==> config.mk <==
export PLATFORM = sky130hd
export DESIGN_NAME = cmos_port_bridge
export DESIGN_NICKNAME = d
export VERILOG_FILES = /design/src/rtl/cmos_bridge_pkg.sv /design/src/rtl/cmos_index_bank.sv /design/src/rtl/cmos_access_route.sv /design/src/rtl/cmos_nmi_gate.sv /design/src/rtl/cmos_port_bridge.sv
export SDC_FILE = /design/constraint.sdc
export NUM_CORES = 1
export LEC_CHECK = 0
export ABC_CLOCK_PERIOD_IN_PS = 4100
export BUFFER_PORTS_ARGS = -buffer_cell sky130_fd_sc_hd__clkbuf_2
export CAP_MARGIN = 20
export CORE_AREA = 3 3 135 72
export DETAILED_ROUTE_END_ITERATION = 16
export DIE_AREA = 0 0 138 75
export SETUP_SLACK_MARGIN = 0.1
export SKIP_CTS_REPAIR_TIMING = 1
export SLEW_MARGIN = 20
export SYNTH_ARGS = -nofsm -noshare
export SYNTH_HDL_FRONTEND = slang
export SYNTH_HIERARCHICAL = 1
export SYNTH_SLANG_ARGS = --single-unit
export TNS_END_PERCENT = 1
==> constraint.sdc <==
create_clock -name clk -period 4.1 [get_ports clk]
set_clock_uncertainty 0.15 [all_clocks]
set_input_delay 0.205 -clock clk [delete_from_list [all_inputs] [get_ports clk]]
set_output_delay 0.205 -clock clk [all_outputs]
set_load 0.02 [all_outputs]
==> src/rtl/cmos_bridge_pkg.sv <==
package cmos_bridge_pkg;
  localparam int DW     = 8;
  localparam int AW     = 8;
  localparam int NPAIR  = 3;
  localparam int PSW    = 3;
  localparam int LEGW   = AW - 1;

  typedef enum logic [1:0] {
    PAIR_A    = 2'd0,
    PAIR_B    = 2'd1,
    PAIR_C    = 2'd2,
    PAIR_NONE = 2'd3
  } pair_e;

  // Port code to pair: codes 0..5 map to pairs, 6..7 map to none.
  function automatic pair_e pair_of(input logic [PSW-1:0] port);
    case (port[PSW-1:1])
      2'd0:    pair_of = PAIR_A;
      2'd1:    pair_of = PAIR_B;
      2'd2:    pair_of = PAIR_C;
      default: pair_of = PAIR_NONE;
    endcase
  endfunction

  function automatic logic is_data_port(input logic [PSW-1:0] port);
    is_data_port = port[0];
  endfunction

  // Legacy pair reaches only the lower half of the array.
  function automatic logic [AW-1:0] legacy_addr(input logic [LEGW-1:0] idx);
    legacy_addr = {1'b0, idx};
  endfunction

  function automatic logic nmi_gate(input logic mask, input logic e1, input logic e2);
    nmi_gate = !mask && (e1 || e2);
  endfunction
endpackage

==> src/rtl/cmos_index_bank.sv <==
module cmos_index_bank
  import cmos_bridge_pkg::*;
(
  input  logic                      clk,
  input  logic                      rst_n,
  input  logic                      idx_we,
  input  pair_e                     idx_pair,
  input  logic [DW-1:0]             wdata,
  output logic                      nmi_mask,
  output logic [NPAIR-1:0][AW-1:0]  idx_q
);
  for (genvar g = 0; g < NPAIR; g++) begin : g_pair
    logic hit;
    assign hit = idx_we && (idx_pair == pair_e'(g));
    if (g == 0) begin : g_legacy
      always_ff @(posedge clk) begin
        if (!rst_n)   idx_q[g] <= '0;
        else if (hit) idx_q[g] <= legacy_addr(wdata[LEGW-1:0]);
      end
    end else begin : g_full
      always_ff @(posedge clk) begin
        if (!rst_n)   idx_q[g] <= '0;
        else if (hit) idx_q[g] <= wdata[AW-1:0];
      end
    end
  end

  always_ff @(posedge clk) begin
    if (!rst_n)
      nmi_mask <= 1'b1;
    else if (idx_we && idx_pair == PAIR_A)
      nmi_mask <= wdata[DW-1];
  end
endmodule

==> src/rtl/cmos_access_route.sv <==
module cmos_access_route
  import cmos_bridge_pkg::*;
(
  input  logic                      io_rd,
  input  logic                      io_wr,
  input  pair_e                     pair,
  input  logic                      is_data,
  input  logic                      int_rtc,
  input  logic                      c_open,
  input  logic                      nmi_mask,
  input  logic [NPAIR-1:0][AW-1:0]  idx_q,
  input  logic [DW-1:0]             wdata,
  input  logic [DW-1:0]             ram_rdata,
  input  logic [DW-1:0]             ext_rdata,
  output logic [AW-1:0]             ram_addr,
  output logic                      ram_rd,
  output logic                      ram_wr,
  output logic [DW-1:0]             ram_wdata,
  output logic [AW-1:0]             ext_addr,
  output logic                      ext_rd,
  output logic                      ext_wr,
  output logic [DW-1:0]             ext_wdata,
  output logic [DW-1:0]             rd_value,
  output logic                      to_ram,
  output logic                      to_ext
);
  logic [AW-1:0] sel_idx;

  always_comb begin
    sel_idx = '0;
    to_ram  = 1'b0;
    to_ext  = 1'b0;
    case (pair)
      PAIR_A: begin
        sel_idx = idx_q[0];
        to_ram  = is_data && int_rtc;
        to_ext  = is_data && !int_rtc;
      end
      PAIR_B: begin
        sel_idx = idx_q[1];
        to_ram  = is_data && int_rtc;
        to_ext  = is_data && !int_rtc;
      end
      PAIR_C: begin
        sel_idx = idx_q[2];
        to_ram  = is_data && c_open;
      end
      default: sel_idx = '0;
    endcase
  end

  assign ram_addr  = sel_idx;
  assign ram_rd    = to_ram && io_rd;
  assign ram_wr    = to_ram && io_wr;
  assign ram_wdata = wdata;
  assign ext_addr  = sel_idx;
  assign ext_rd    = to_ext && io_rd;
  assign ext_wr    = to_ext && io_wr;
  assign ext_wdata = wdata;

  always_comb begin
    rd_value = '1;
    if (is_data) begin
      if (to_ram)      rd_value = ram_rdata;
      else if (to_ext) rd_value = ext_rdata;
    end else begin
      case (pair)
        PAIR_A:  rd_value = {nmi_mask, idx_q[0][LEGW-1:0]};
        PAIR_B:  rd_value = idx_q[1];
        PAIR_C:  rd_value = c_open ? idx_q[2] : '1;
        default: rd_value = '1;
      endcase
    end
  end
endmodule

==> src/rtl/cmos_nmi_gate.sv <==
module cmos_nmi_gate
  import cmos_bridge_pkg::*;
(
  input  logic clk,
  input  logic rst_n,
  input  logic nmi_mask,
  input  logic err_chan,
  input  logic err_sys,
  output logic nmi_out
);
  always_ff @(posedge clk) begin
    if (!rst_n) nmi_out <= 1'b0;
    else        nmi_out <= nmi_gate(nmi_mask, err_chan, err_sys);
  end
endmodule

==> src/rtl/cmos_port_bridge.sv <==
module cmos_port_bridge
  import cmos_bridge_pkg::*;
(
  input  logic            clk,
  input  logic            rst_n,
  input  logic            io_rd,
  input  logic            io_wr,
  input  logic [2:0]      io_port,
  input  logic [7:0]      io_wdata,
  output logic [7:0]      io_rdata,
  input  logic            cfg_int_rtc,
  input  logic            cfg_sram_en,
  input  logic            cfg_pc_en,
  input  logic            err_chan,
  input  logic            err_sys,
  output logic            nmi_out,
  output logic [7:0]      ram_addr,
  output logic            ram_rd,
  output logic            ram_wr,
  output logic [7:0]      ram_wdata,
  input  logic [7:0]      ram_rdata,
  output logic [7:0]      ext_addr,
  output logic            ext_rd,
  output logic            ext_wr,
  output logic [7:0]      ext_wdata,
  input  logic [7:0]      ext_rdata
);
  pair_e                     pair;
  logic                      is_data;
  logic                      c_open;
  logic                      idx_we;
  logic                      nmi_mask;
  logic [NPAIR-1:0][AW-1:0]  idx_q;
  logic [DW-1:0]             rd_value;
  logic                      to_ram;
  logic                      to_ext;

  assign pair    = pair_of(io_port);
  assign is_data = is_data_port(io_port);
  assign c_open  = cfg_sram_en && cfg_pc_en;
  assign idx_we  = io_wr && !is_data && (pair != PAIR_NONE) &&
                   ((pair != PAIR_C) || c_open);

  cmos_index_bank u_idx (
    .clk      (clk),
    .rst_n    (rst_n),
    .idx_we   (idx_we),
    .idx_pair (pair),
    .wdata    (io_wdata),
    .nmi_mask (nmi_mask),
    .idx_q    (idx_q)
  );

  cmos_access_route u_route (
    .io_rd     (io_rd),
    .io_wr     (io_wr),
    .pair      (pair),
    .is_data   (is_data),
    .int_rtc   (cfg_int_rtc),
    .c_open    (c_open),
    .nmi_mask  (nmi_mask),
    .idx_q     (idx_q),
    .wdata     (io_wdata),
    .ram_rdata (ram_rdata),
    .ext_rdata (ext_rdata),
    .ram_addr  (ram_addr),
    .ram_rd    (ram_rd),
    .ram_wr    (ram_wr),
    .ram_wdata (ram_wdata),
    .ext_addr  (ext_addr),
    .ext_rd    (ext_rd),
    .ext_wr    (ext_wr),
    .ext_wdata (ext_wdata),
    .rd_value  (rd_value),
    .to_ram    (to_ram),
    .to_ext    (to_ext)
  );

  cmos_nmi_gate u_nmi (
    .clk      (clk),
    .rst_n    (rst_n),
    .nmi_mask (nmi_mask),
    .err_chan (err_chan),
    .err_sys  (err_sys),
    .nmi_out  (nmi_out)
  );

  always_ff @(posedge clk) begin
    if (!rst_n)     io_rdata <= '0;
    else if (io_rd) io_rdata <= rd_value;
  end
endmodule

# ---- After elaboration in Yosys (flattened, before gate mapping)
# Index checks and enable logic that the tools add are counted.
dict set report totals {
  output_inout_bits 45
  inputBits 36
  wordCells 44
  ff_bits 33
}
dict set report op_classes {
  muxes 9
  n_eq_ne 6
  reduce_logical 23
}
# cell n
set ops {}
lappend ops {{$pmux 8 s3} 2}
lappend ops {{$mux 8} 4}
lappend ops {{$logic_and 1x1->1} 15}
lappend ops {{$pmux 2 s3} 1}
lappend ops {{$eq 2x1->1 const B} 2}
lappend ops {{$eq 2x2->1 const B} 2}
lappend ops {{$logic_not 2->1} 2}
lappend ops {{$ne 2x2->1 const B} 2}
lappend ops {{$logic_not 1->1} 3}
lappend ops {{$logic_or 1x1->1} 2}
lappend ops {{$pmux 1 s2} 1}
lappend ops {{$reduce_or 2->1} 1}
lappend ops {{$mux 1} 1}

# ---- Logic depth before layout (Yosys ltp)
# Gate-level depths: netlist of run 1.
dict set report depth {
  depth_word 8
  ltp_mapped 7
  depth_no_buf 6
}

# ---- Hierarchy
# The synthesis of run 1 kept the hierarchy.
# module area_each_um2 cells_each instances seq_area_each_um2
set by_module_without_submodules {}
lappend by_module_without_submodules {cmos_index_bank 922.1 92 1 480.5}
lappend by_module_without_submodules {cmos_access_route 840.8 115 1 0.0}
lappend by_module_without_submodules {cmos_port_bridge 334.1 31 1 160.2}
lappend by_module_without_submodules {cmos_nmi_gate 36.3 3 1 20.0}

# ---- Least setup slack after synthesis of run 1
# Ideal clock, no wire load.
dict set report synth_path {
  path_kind {input -> output}
  start {input port io_port[2]}
  end {output port ram_addr[5]}
  setup_slack_ns 2.183
  stages 6
  arrival_ns 1.562
  n_path_buf 4
  required_time_ns 3.745
  cell_sequence {clkbuf_1 > buf_2 > buf_2 > nand2_1 > o22ai_1 > buf_4}
}
dict set report synth_between {
  elab_chain_len 4
  elab_cells_between_ends 8
  cone_classes {4 x eq/ne; 2 x mux; 2 x reduce/logical}
}
# element line
set synth_lines {}
lappend synth_lines {{from (decl)} cmos_port_bridge.sv:8} ;# input logic [2:0] io_port,
lappend synth_lines {{$eq 2x2->1 (tied with other cells)} cmos_bridge_pkg.sv:17} ;# case (port[PSW-1:1])
lappend synth_lines {{$pmux 2 s3 (*)} cmos_bridge_pkg.sv:17}
lappend synth_lines {{$eq 2x2->1 (tied with other cells)} cmos_access_route.sv:33} ;# case (pair)
lappend synth_lines {{$pmux 8 s3 (*)} cmos_access_route.sv:33}
lappend synth_lines {{to (decl)} cmos_port_bridge.sv:17} ;# output logic [7:0] ram_addr,
# Mark *: on every way between the ends. The rest lies on a longest branch, timed or not.

# ---- Worst setup path in the final report of run 1
dict set report layout_path {
  start {input port io_port[2]}
  end {register u_idx.nmi_mask}
}
dict set report layout_between {
  elab_chain_len 6
  elab_cells_between_ends 11
  cone_classes {4 x eq/ne; 1 x mux; 6 x reduce/logical}
}
# element line
set layout_lines {}
lappend layout_lines {{$eq 2x2->1 (tied with other cells)} cmos_bridge_pkg.sv:17}
lappend layout_lines {{$pmux 2 s3 (*)} cmos_bridge_pkg.sv:17}
lappend layout_lines {{$ne 2x2->1, on equally long branches} {cmos_port_bridge.sv:41, cmos_port_bridge.sv:42}}
lappend layout_lines {{$logic_and 1x1->1 or $logic_or 1x1->1 (tied branches)} {cmos_port_bridge.sv:41, cmos_port_bridge.sv:42}}
lappend layout_lines {{$logic_and 1x1->1 (*)} cmos_port_bridge.sv:41} ;# assign idx_we = io_wr && !is_data && (pair != PAIR_NONE) &&
lappend layout_lines {{net idx_we} cmos_port_bridge.sv:31} ;# logic idx_we;
lappend layout_lines {{$logic_and 1x1->1 (*)} cmos_index_bank.sv:31} ;# else if (idx_we && idx_pair == PAIR_A)
lappend layout_lines {{to (signal assigned)} cmos_index_bank.sv:32} ;# nmi_mask <= wdata[DW-1];
lappend layout_lines {{to (decl)} cmos_index_bank.sv:9} ;# output logic nmi_mask,
# Mark *: on every way through the listed nets, which the timed path passes. The rest lies on a longest branch.
# A chain may end at the register's enable or synchronous reset.

==> results.py, run 1 <==
metrics = {
    "setup_path": {
        "cp-start-kind": "input port",
        "cp.required_ns": 4.12,
        "crit_arrival_ns": 2.02,
        "ff2ff_path_depth": 5,
        "crit_path_max_incr_delay_ns": 0.58,
        "cp-end-kind": "flip-flop",
        "slowest_stage": "or3b_1",
        "crit_path_cell_trace": "clkbuf_2, a21oi_1, or3b_1, a211o_1",
        "cp_max_fo": 48,
        "worstSetupPathType": "input port to flip-flop",
    },
    "floorplanning": {
        "dieArea_sq_mm": 0.0104,
        "die_y_microns": 75,
        "coreArea_sq_mm": 0.00859,
        "die_w_microns": 138,
        "ios": 81,
        "initial_utilization_pct": 24.8,
        "rows": 24,
    },
    "finish": {
        "area_growth_pct": 19.6,
        "final_nets": 320,
        "fin_util_pct": 29.7,
        "antenna_cells": 0,
        "final_layout_size_suffix_gt1_share_pct": 33.3,
    },
    "global_route": {
        "grt_pass1_vias": 1595,
        "grt_max_degree": 49,
        "grt_use_total_pct": 9.61,
        "antenna_found_initial": 0,
        "grt_remaining_overflow": 0,
        "grt_pass1_wl_microns": 8100,
    },
    "route": {
        "drtPass1Iterations": 5,
        "drtIter0Drc": 53,
        "drc": 0,
        "dr_total_vias": 1712,
        "postRouteAntennaNets": 0,
        "wl_per_cell_microns": 12.7,
        "routed_via_density": 4.26,
        "routed_wirelength_microns": 5100,
    },
    "synth": {
        "synth_edf_count": 0,
        "seq_area_frac_synth_pct": 31.0,
        "yosysTopAreaCell": "dfxtp_1",
        "synth_cell_type_count": 34,
        "ys_ff_latch": 33,
        "synthesis.nets": 277,
        "synthTopCellsByCount": "dfxtp_1 (33), mux2i_1 (33), nand2_1 (32)",
        "synthCells": 241,
        "async_reset_ff_share_pct": 0,
        "yosys_most_used_dff": "dfxtp_1",
        "synth_top_area_share_pct": 31.0,
        "yosys-top-cells-area": "dfxtp_1 (31%), mux2i_1 (15%), buf_4 (9.9%), nand2_1 (5.6%), nand2b_1 (4.7%)",
        "synth_warnings": 6,
        "synth_area_per_cell_sq_um": 8.85,
        "syn-cell-area_sq_mm": 0.00213,
    },
    "sta": {
        "period_share_pct": 48.8,
        "setup_viol": 0,
        "hold_viol": 0,
        "drv_slew": 0,
        "rsz0062_at_grt": "false",
        "period_needed_ns": 2.00,
        "tightest_slew_ns": 0.832,
        "relSlewSlack_pct": 44.5,
        "fmax_mhz": 499,
        "tns_ns": 0,
    },
    "power_and_ir_drop": {
        "pwr-share-comb_pct": 16.8,
        "power.switching_uw": 241,
        "total_power_uw": 919,
        "clockPowerShare_pct": 46.7,
        "p_sw_share_pct": 26.3,
        "pwr_density_cell_mw_per_mm2": 360,
        "p_leak_uw": 0.00116,
        "seqPwrFrac_pct": 36.5,
        "intPower_uw": 678,
        "vdd_drop_max_v": 0.000239,
    },
    "min_path": {
        "hold_path_class": "input port to flip-flop",
        "min_path_cells": 3,
    },
    "run": {
        "max_cap_viol_count": 0,
    },
    "place": {
        "dp_hpwl_microns": 3810,
        "gp_congestion": 0.769,
        "io_buffers": 80,
    },
    "clock_tree": {
        "cts_tree": "done",
        "clk_pin_slew_ns": 0.05,
        "clkSinkCount": 33,
        "clock_latency_ns": 0.27,
        "cts_buffer_depth": 2,
        "cts_buffers": 5,
        "cts_root_buf": "clkbuf_16",
        "htreeDepth": 2,
    },
    "outcome": {
        "outcome": "completed",
    },
}
## cell type report
class	instances	area, sq um
fillers	956	6040
multi-input cells	163	1170
flip-flops and latches	33	661
repair buffers	80	400
well taps	117	146
clock buffers	5	125
clock inverters	3	46.3
inverters	1	3.75
## routing by layer
metal / global-route usage, % / up-vias / routed length, microns / part of all wire, %
met3: 1.33 / 4 / 100 / 2.0
met2: 15.6 / 25 / 2300 / 45
met1: 13.4 / 785 / 2640 / 52
met4: 3.29 / 0 / 54 / 1.1
li1: - / 898 / - / -
met5: 0 / - / 0 / 0
## sequential cells by signal, indices dropped and copies added (netlist names)
name            cells
io_rdata            8
u_nmi/nmi_out       1
u_idx/idx_q        23
u_idx/nmi_mask      1
## cell families after synthesis
kind of cell    count (synthesis)  synth area share [%]
simple gates                   87                  23.5
buf+inv                        45                  14.3
mux                            41                  19.7
compound gates                 34                  11.4
flops                          33                  31.0
other cells                     1                 0.176
## cell usage in the layout (no fill, tap or decap), types with 6 or more instances in the layout
cell type,netlist,routed
nand2_1,32,32
a211oi_1,6,6
a21oi_1,7,7
nor2b_1,15,15
clkbuf_2,0,80
dfxtp_1,33,33
o31ai_1,6,6
mux2_1,6,6
o221ai_1,7,7
nand2b_1,16,16
nor3b_1,6,6
mux2i_1,33,33
## worst max-delay path, delay by kind of cell
kind	cells	cell delay (ns)
simple gates	1	0.58
buf+inv	1	0.46
compound gates	2	0.76
## final timing paths
path | from | endpoint | slack, ns
worst max-delay path | io_port[2] | u_idx/nmi_mask | 2.10
worst min-delay path | err_chan | u_nmi/nmi_out | 0.07
worst max register to register | u_idx/idx_q[21] | io_rdata[5] | 2.65
worst min register to register | u_idx/idx_q[4] | u_idx/idx_q[4] | 0.31
## metrics by stage
step           cells  setup slack [ns]  cell area, sq um  hold WS [ns]
3_5_place_dp     394              1.83              2380         0.299
5_1_grt          402              1.93              2550        0.0860
6_report         402              2.10              2550        0.0654
2_1_floorplan    241              2.18              2130         0.183
4_1_cts          402              2.12              2550        0.0696
3_3_place_gp     394              1.86              2380         0.294
## power groups by stage
stage / Combinational, uW / Clock, uW / Sequential [uW]
CTS: 156 / 438 / 336
global placement: 156 / 0 / 343
global route: 170 / 458 / 337
finish: 154 / 429 / 336
floorplan: 115 / 0 / 349
detailed placement: 156 / 0 / 343
No activity file was read; power rests on OpenSTA's default activity.
==> inputs of run 2 (changes only) <==
--- a/config.mk
+++ b/config.mk
@@ -5,7 +5,7 @@
 export SDC_FILE = /design/constraint.sdc
 export NUM_CORES = 1
 export LEC_CHECK = 0
-export ABC_CLOCK_PERIOD_IN_PS = 4100
+export ABC_CLOCK_PERIOD_IN_PS = 2000
 export BUFFER_PORTS_ARGS = -buffer_cell sky130_fd_sc_hd__clkbuf_2
 export CAP_MARGIN = 20
 export CORE_AREA = 3 3 135 72
==> constraint.sdc (replaced) <==
create_clock -name clk -period 2 [get_ports clk]
set_clock_uncertainty 0.15 [all_clocks]
set_input_delay 0.1 -clock clk [delete_from_list [all_inputs] [get_ports clk]]
set_output_delay 0.1 -clock clk [all_outputs]
set_load 0.02 [all_outputs]
==> results.py, run 2 (same netlist as run 1, synthesis figures left out) <==
metrics = {
    "floorplanning": {
        "ios": 81,
        "initial_utilization_pct": 24.8,
        "dieArea_sq_mm": 0.0104,
        "rows": 24,
        "coreArea_sq_mm": 0.00859,
        "die_w_microns": 138,
        "die_y_microns": 75,
    },
    "setup_path": {
        "r2r_end": "io_rdata[5]",
        "crit_arrival_ns": 1.35,
        "slowest_stage": "a211oi_1",
        "reg2reg_from": "u_idx/idx_q[21]",
        "cp.required_ns": 1.75,
        "worstSetupPathType": "flip-flop to output port",
        "rrSetupSlack_ns": 0.57,
        "cp-start-kind": "flip-flop",
        "endpoint": "ext_addr[4]",
        "cp-end-kind": "output port",
        "ff2ff_path_depth": 5,
        "crit_start": "u_idx/idx_q[4]",
        "crit_path_cell_trace": "nor2b_1, a211oi_1, a21oi_1, clkbuf_2",
        "crit_path_max_incr_delay_ns": 0.37,
        "cp_max_fo": 2,
    },
    "route": {
        "routed_via_density": 4.27,
        "routed_wirelength_microns": 5230,
        "drtPass1Iterations": 4,
        "postRouteAntennaNets": 0,
        "wl_per_cell_microns": 12.6,
        "drtIter0Drc": 61,
        "drc": 0,
        "dr_total_vias": 1768,
    },
    "power_and_ir_drop": {
        "clockPowerShare_pct": 42.1,
        "pwr_density_cell_mw_per_mm2": 671,
        "intPower_uw": 1270,
        "p_leak_uw": 0.00121,
        "power.switching_uw": 495,
        "p_sw_share_pct": 28.0,
        "total_power_uw": 1770,
        "pwr-share-comb_pct": 18.9,
        "seqPwrFrac_pct": 39.0,
        "vdd_drop_max_v": 0.000320,
    },
    "sta": {
        "drv_slew": 0,
        "period_needed_ns": 1.60,
        "hold_viol": 6,
        "period_share_pct": 80.0,
        "whs_ns": -0.0102,
        "fmax_mhz": 625,
        "rsz0062_at_grt": "false",
        "tns_ns": 0,
        "setup_viol": 0,
    },
    "clock_tree": {
        "cts_tree": "done",
        "cts_buffer_depth": 2,
        "clk_pin_slew_ns": 0.05,
        "cts_root_buf": "clkbuf_16",
        "clock_latency_ns": 0.28,
        "htreeDepth": 2,
        "cts_buffers": 5,
        "clkSinkCount": 33,
    },
    "outcome": {
        "violations": "hold timing",
        "outcome": "finished with violations",
    },
    "finish": {
        "largest_reg_flops": 23,
        "regMostFlops": "u_idx/idx_q",
        "layout_common_cells": "clkbuf_2 (80), mux2i_1 (33), dfxtp_1 (33)",
        "top_regs": "u_idx/idx_q (23), io_rdata (8)",
        "layout_commonest_cell": "clkbuf_2",
        "final_nets": 332,
        "fillers": 951,
        "antenna_cells": 0,
        "final_layout_size_suffix_gt1_share_pct": 35.0,
        "area_growth_pct": 23.4,
    },
    "min_path": {
        "hold_path_class": "input port to flip-flop",
    },
    "global_route": {
        "antenna_found_initial": 0,
        "grt_pass1_vias": 1524,
        "grt_pass1_wl_microns": 7840,
        "grt_use_total_pct": 9.54,
        "grt_remaining_overflow": 0,
        "grt_max_degree": 22,
    },
    "place": {
        "io_buffers": 80,
        "dp_hpwl_microns": 3980,
        "gp_congestion": 0.781,
    },
    "run": {
        "max_cap_viol_count": 0,
    },
}
## run 2: cell types whose count changed in the layout (fill, tap and decap cells not counted)
cell	delta
clkinv_4	-1
dlygate4sd3_1	+3
bufinv_16	-1
clkinv_2	+2
buf_12	+1
buf_4	+8
## run 2: per-stage QoR
step / utilization (%) / std cells / setup slack, ns / instance area [sq um]
after global placement: 28.6 / 403 / 0.329 / 2460
final: 30.7 / 414 / 0.400 / 2630
after global routing: 30.7 / 414 / 0.248 / 2630
after floorplan: - / 241 / 0.293 / 2130
after detailed placement: 28.6 / 403 / 0.302 / 2460
after CTS: 30.3 / 411 / 0.403 / 2600
## run 2: metal layers
metal,vias to the layer above,track usage (%),share of wire (%)
li1,925,-,-
met1,816,13.0,50
met2,23,15.3,47
met3,4,1.84,2.5
met4,0,3.61,0.98
met5,-,0,0
## run 2: worst max-delay path, delay by kind of cell (launching register included)
family,cells,cell delay (ns)
AO/OA/AOI/OAI,2,0.47
flip-flops,1,0.30
buffers and inverters,1,0.18
AND/OR/NAND/NOR,1,0.12
## run 2: area by class of cell
cell class                 instances  area [sq um]  area share [%]
clock buffer                       5           125            4.75
multi-input combinational        163          1170            44.4
tap                              117           146            5.56
inverter                           1          3.75           0.143
sequential                        33           661            25.1
clock inverter                     3          17.5           0.665
timing repair buffer              92           510            19.4
## run 2: power groups by stage
stage | sequential (uW) | combinational [uW] | clock, uW
after floorplan | 716 | 235 | 0
after CTS | 690 | 333 | 766
final | 690 | 334 | 744
after global placement | 704 | 330 | 0
after global routing | 692 | 364 | 794
after detailed placement | 704 | 333 | 0
## run 2: worst min path at each step
| stage | start | to | slack [ns] | cells after the start |
|---|---|---|---|---|
| after detailed placement | err_chan | u_nmi/nmi_out | 0.25 | 3 |
| after global routing | io_wdata[4] | u_idx/idx_q[4] | 0.02 | 3 |
| final | io_wdata[5] | u_idx/idx_q[13] | -0.01 | 3 |
| after floorplan | rst_n | io_rdata[0] | 0.08 | 1 |
| after CTS | err_chan | u_nmi/nmi_out | -0.05 | 3 |
| after global placement | err_chan | u_nmi/nmi_out | 0.23 | 3 |
==> inputs of run 3 (changes only) <==
--- a/config.mk
+++ b/config.mk
@@ -5,7 +5,7 @@
 export SDC_FILE = /design/constraint.sdc
 export NUM_CORES = 1
 export LEC_CHECK = 0
-export ABC_CLOCK_PERIOD_IN_PS = 2000
+export ABC_CLOCK_PERIOD_IN_PS = 1400
 export BUFFER_PORTS_ARGS = -buffer_cell sky130_fd_sc_hd__clkbuf_2
 export CAP_MARGIN = 20
 export CORE_AREA = 3 3 135 72
==> constraint.sdc (replaced) <==
create_clock -name clk -period 1.4 [get_ports clk]
set_clock_uncertainty 0.15 [all_clocks]
set_input_delay 0.07 -clock clk [delete_from_list [all_inputs] [get_ports clk]]
set_output_delay 0.07 -clock clk [all_outputs]
set_load 0.02 [all_outputs]
==> results.py, run 3 (same netlist as run 1, synthesis figures left out) <==
metrics = {
    "setup_path": {
        "ff2ff_path_depth": 5,
        "slowest_stage": "dfxtp_1",
        "reg2reg_from": "u_idx/idx_q[21]",
        "worstSetupPathType": "flip-flop to output port",
        "cp.required_ns": 1.18,
        "crit_path_cell_trace": "nor2b_1, a211oi_2, buf_4, a21oi_2, buf_2",
        "crit_path_max_incr_delay_ns": 0.30,
        "cp_max_fo": 2,
        "cp-end-kind": "output port",
        "r2r_end": "io_rdata[5]",
        "rrSetupSlack_ns": 0,
        "cp-start-kind": "flip-flop",
        "path_delay_family": "buffers and inverters",
        "cp_num_buf_inv": 2,
        "crit_arrival_ns": 1.39,
    },
    "clock_tree": {
        "clkSinkCount": 33,
        "cts_buffer_depth": 2,
        "cts_root_buf": "clkbuf_16",
        "cts_tree": "done",
        "cts_buffers": 5,
        "clk_pin_slew_ns": 0.06,
        "htreeDepth": 2,
        "clock_latency_ns": 0.28,
    },
    "route": {
        "drc": 0,
        "dr_total_vias": 1897,
        "drtPass1Iterations": 4,
        "routed_wirelength_microns": 5870,
        "drtIter0Drc": 105,
        "routed_via_density": 4.34,
        "wl_per_cell_microns": 13.4,
        "postRouteAntennaNets": 0,
    },
    "finish": {
        "layout_common_cells": "clkbuf_2 (63), mux2i_1 (32), nand2_1 (32)",
        "layout_commonest_cell": "clkbuf_2",
        "regMostFlops": "u_idx/idx_q",
        "final_nets": 355,
        "top_regs": "u_idx/idx_q (23), io_rdata (8)",
        "final_layout_size_suffix_gt1_share_pct": 47.8,
        "instances_no_fill": 437,
        "fillers": 894,
        "antenna_cells": 0,
        "largest_reg_flops": 23,
        "area_growth_pct": 43.9,
    },
    "min_path": {
        "min_path_cells": 3,
        "min_from": "io_wdata[5]",
        "hold_path_class": "input port to flip-flop",
        "whs_endpoint": "u_idx/idx_q[5]",
    },
    "sta": {
        "setup_slack_ns": -0.205,
        "rsz0062_at_grt": "true",
        "setup_viol": 12,
        "fmax_mhz": 623,
        "whs_ns": -0.0449,
        "drv_slew": 0,
        "period_share_pct": 115,
        "period_needed_ns": 1.61,
        "hold_viol": 3,
        "tns_ns": -1.31,
    },
    "power_and_ir_drop": {
        "p_leak_uw": 0.00137,
        "pwr_density_cell_mw_per_mm2": 922,
        "vdd_drop_max_v": 0.000431,
    },
    "global_route": {
        "grt_remaining_overflow": 0,
        "grt_pass1_wl_microns": 8710,
        "grt_pass1_vias": 1718,
        "grt_use_total_pct": 10.4,
        "grt_max_degree": 27,
        "antenna_found_initial": 0,
    },
    "place": {
        "place_inst": 421,
        "gp_congestion": 0.733,
        "io_buffers": 80,
        "dp_hpwl_microns": 4240,
    },
    "run": {
        "max_cap_viol_count": 0,
    },
    "floorplanning": {
        "die_y_microns": 75,
        "ios": 81,
        "die_w_microns": 138,
        "rows": 24,
        "initial_utilization_pct": 24.8,
        "dieArea_sq_mm": 0.0104,
        "coreArea_sq_mm": 0.00859,
    },
    "outcome": {
        "outcome": "finished with violations",
        "violations": "hold timing, setup timing",
    },
}
[run 3: cell count changes in the layout (fill, tap and decap cells not counted), moves of 5 or more]
cell      before  now
a21oi_1        7    0
buf_6          0    9
buf_2          0    5
clkbuf_2      80   63
dfxtp_2        0    7
a211oi_2       0    5
dfxtp_1       33   26
buf_4          8   29
a211oi_1       6    1
a21oi_2        0    5
[run 3: worst max-delay path by stage]
stage | start | end | slack [ns] | cells past startpoint
detailed placement | io_port[1] | io_rdata[4] | -0.11 | 7
finish | u_idx/idx_q[4] | ram_addr[4] | -0.21 | 5
CTS | u_idx/idx_q[4] | ram_addr[4] | -0.28 | 5
floorplan | io_port[1] | u_idx/nmi_mask | 0.01 | 5
global route | u_idx/idx_q[4] | ext_addr[4] | -0.25 | 5
global placement | io_port[1] | ram_addr[4] | -0.08 | 7
[run 3: power by group]
group          leakage (uW)  total (uW)  internal (uW)  switching, uW
registers          0.000272         986            968           18.0
logic               0.00102         589            272            317
clock network     0.0000800        1260            841            416
total               0.00137        2830           2080            751
[run 3: area by class of cell]
cell class	instances	area (sq um)	share of cell area [%]
repair buffers	115	779	25.4
clock inverters	3	46.3	1.51
multi-input cells	163	1300	42.3
clock buffers	5	125	4.07
inverters	1	3.75	0.122
well taps	117	146	4.77
flip-flops and latches	33	669	21.8
[run 3: routing by layer]
| metal | wire length [microns] | global-route usage (%) |
|---|---|---|
| met2 | 2730 | 16.8 |
| met3 | 122 | 1.59 |
| met1 | 2960 | 14.5 |
| met5 | 0 | 0 |
| met4 | 59 | 3.72 |
[run 3: per-stage QoR]
| step | cell area [sq um] | setup slack (ns) | utilization, % | power, uW |
|---|---|---|---|---|
| 2_1_floorplan | 2200 | 0.0106 | - | 1370 |
| 3_3_place_gp | 2680 | -0.0827 | 31.2 | 1530 |
| 3_5_place_dp | 2680 | -0.112 | 31.2 | 1540 |
| 4_1_cts | 2850 | -0.277 | 33.2 | 2800 |
| 5_1_grt | 3070 | -0.248 | 35.8 | 2970 |
| 6_report | 3070 | -0.205 | 35.8 | 2830 |
[run 3: worst reg2reg max path: stages, from the launching register on]
cell	delay, ns
dfxtp_2	0.32
nor2b_1	0.12
o21a_1	0.16
a2111o_1	0.35
mux2i_1	0.13
nor2b_1	0.05
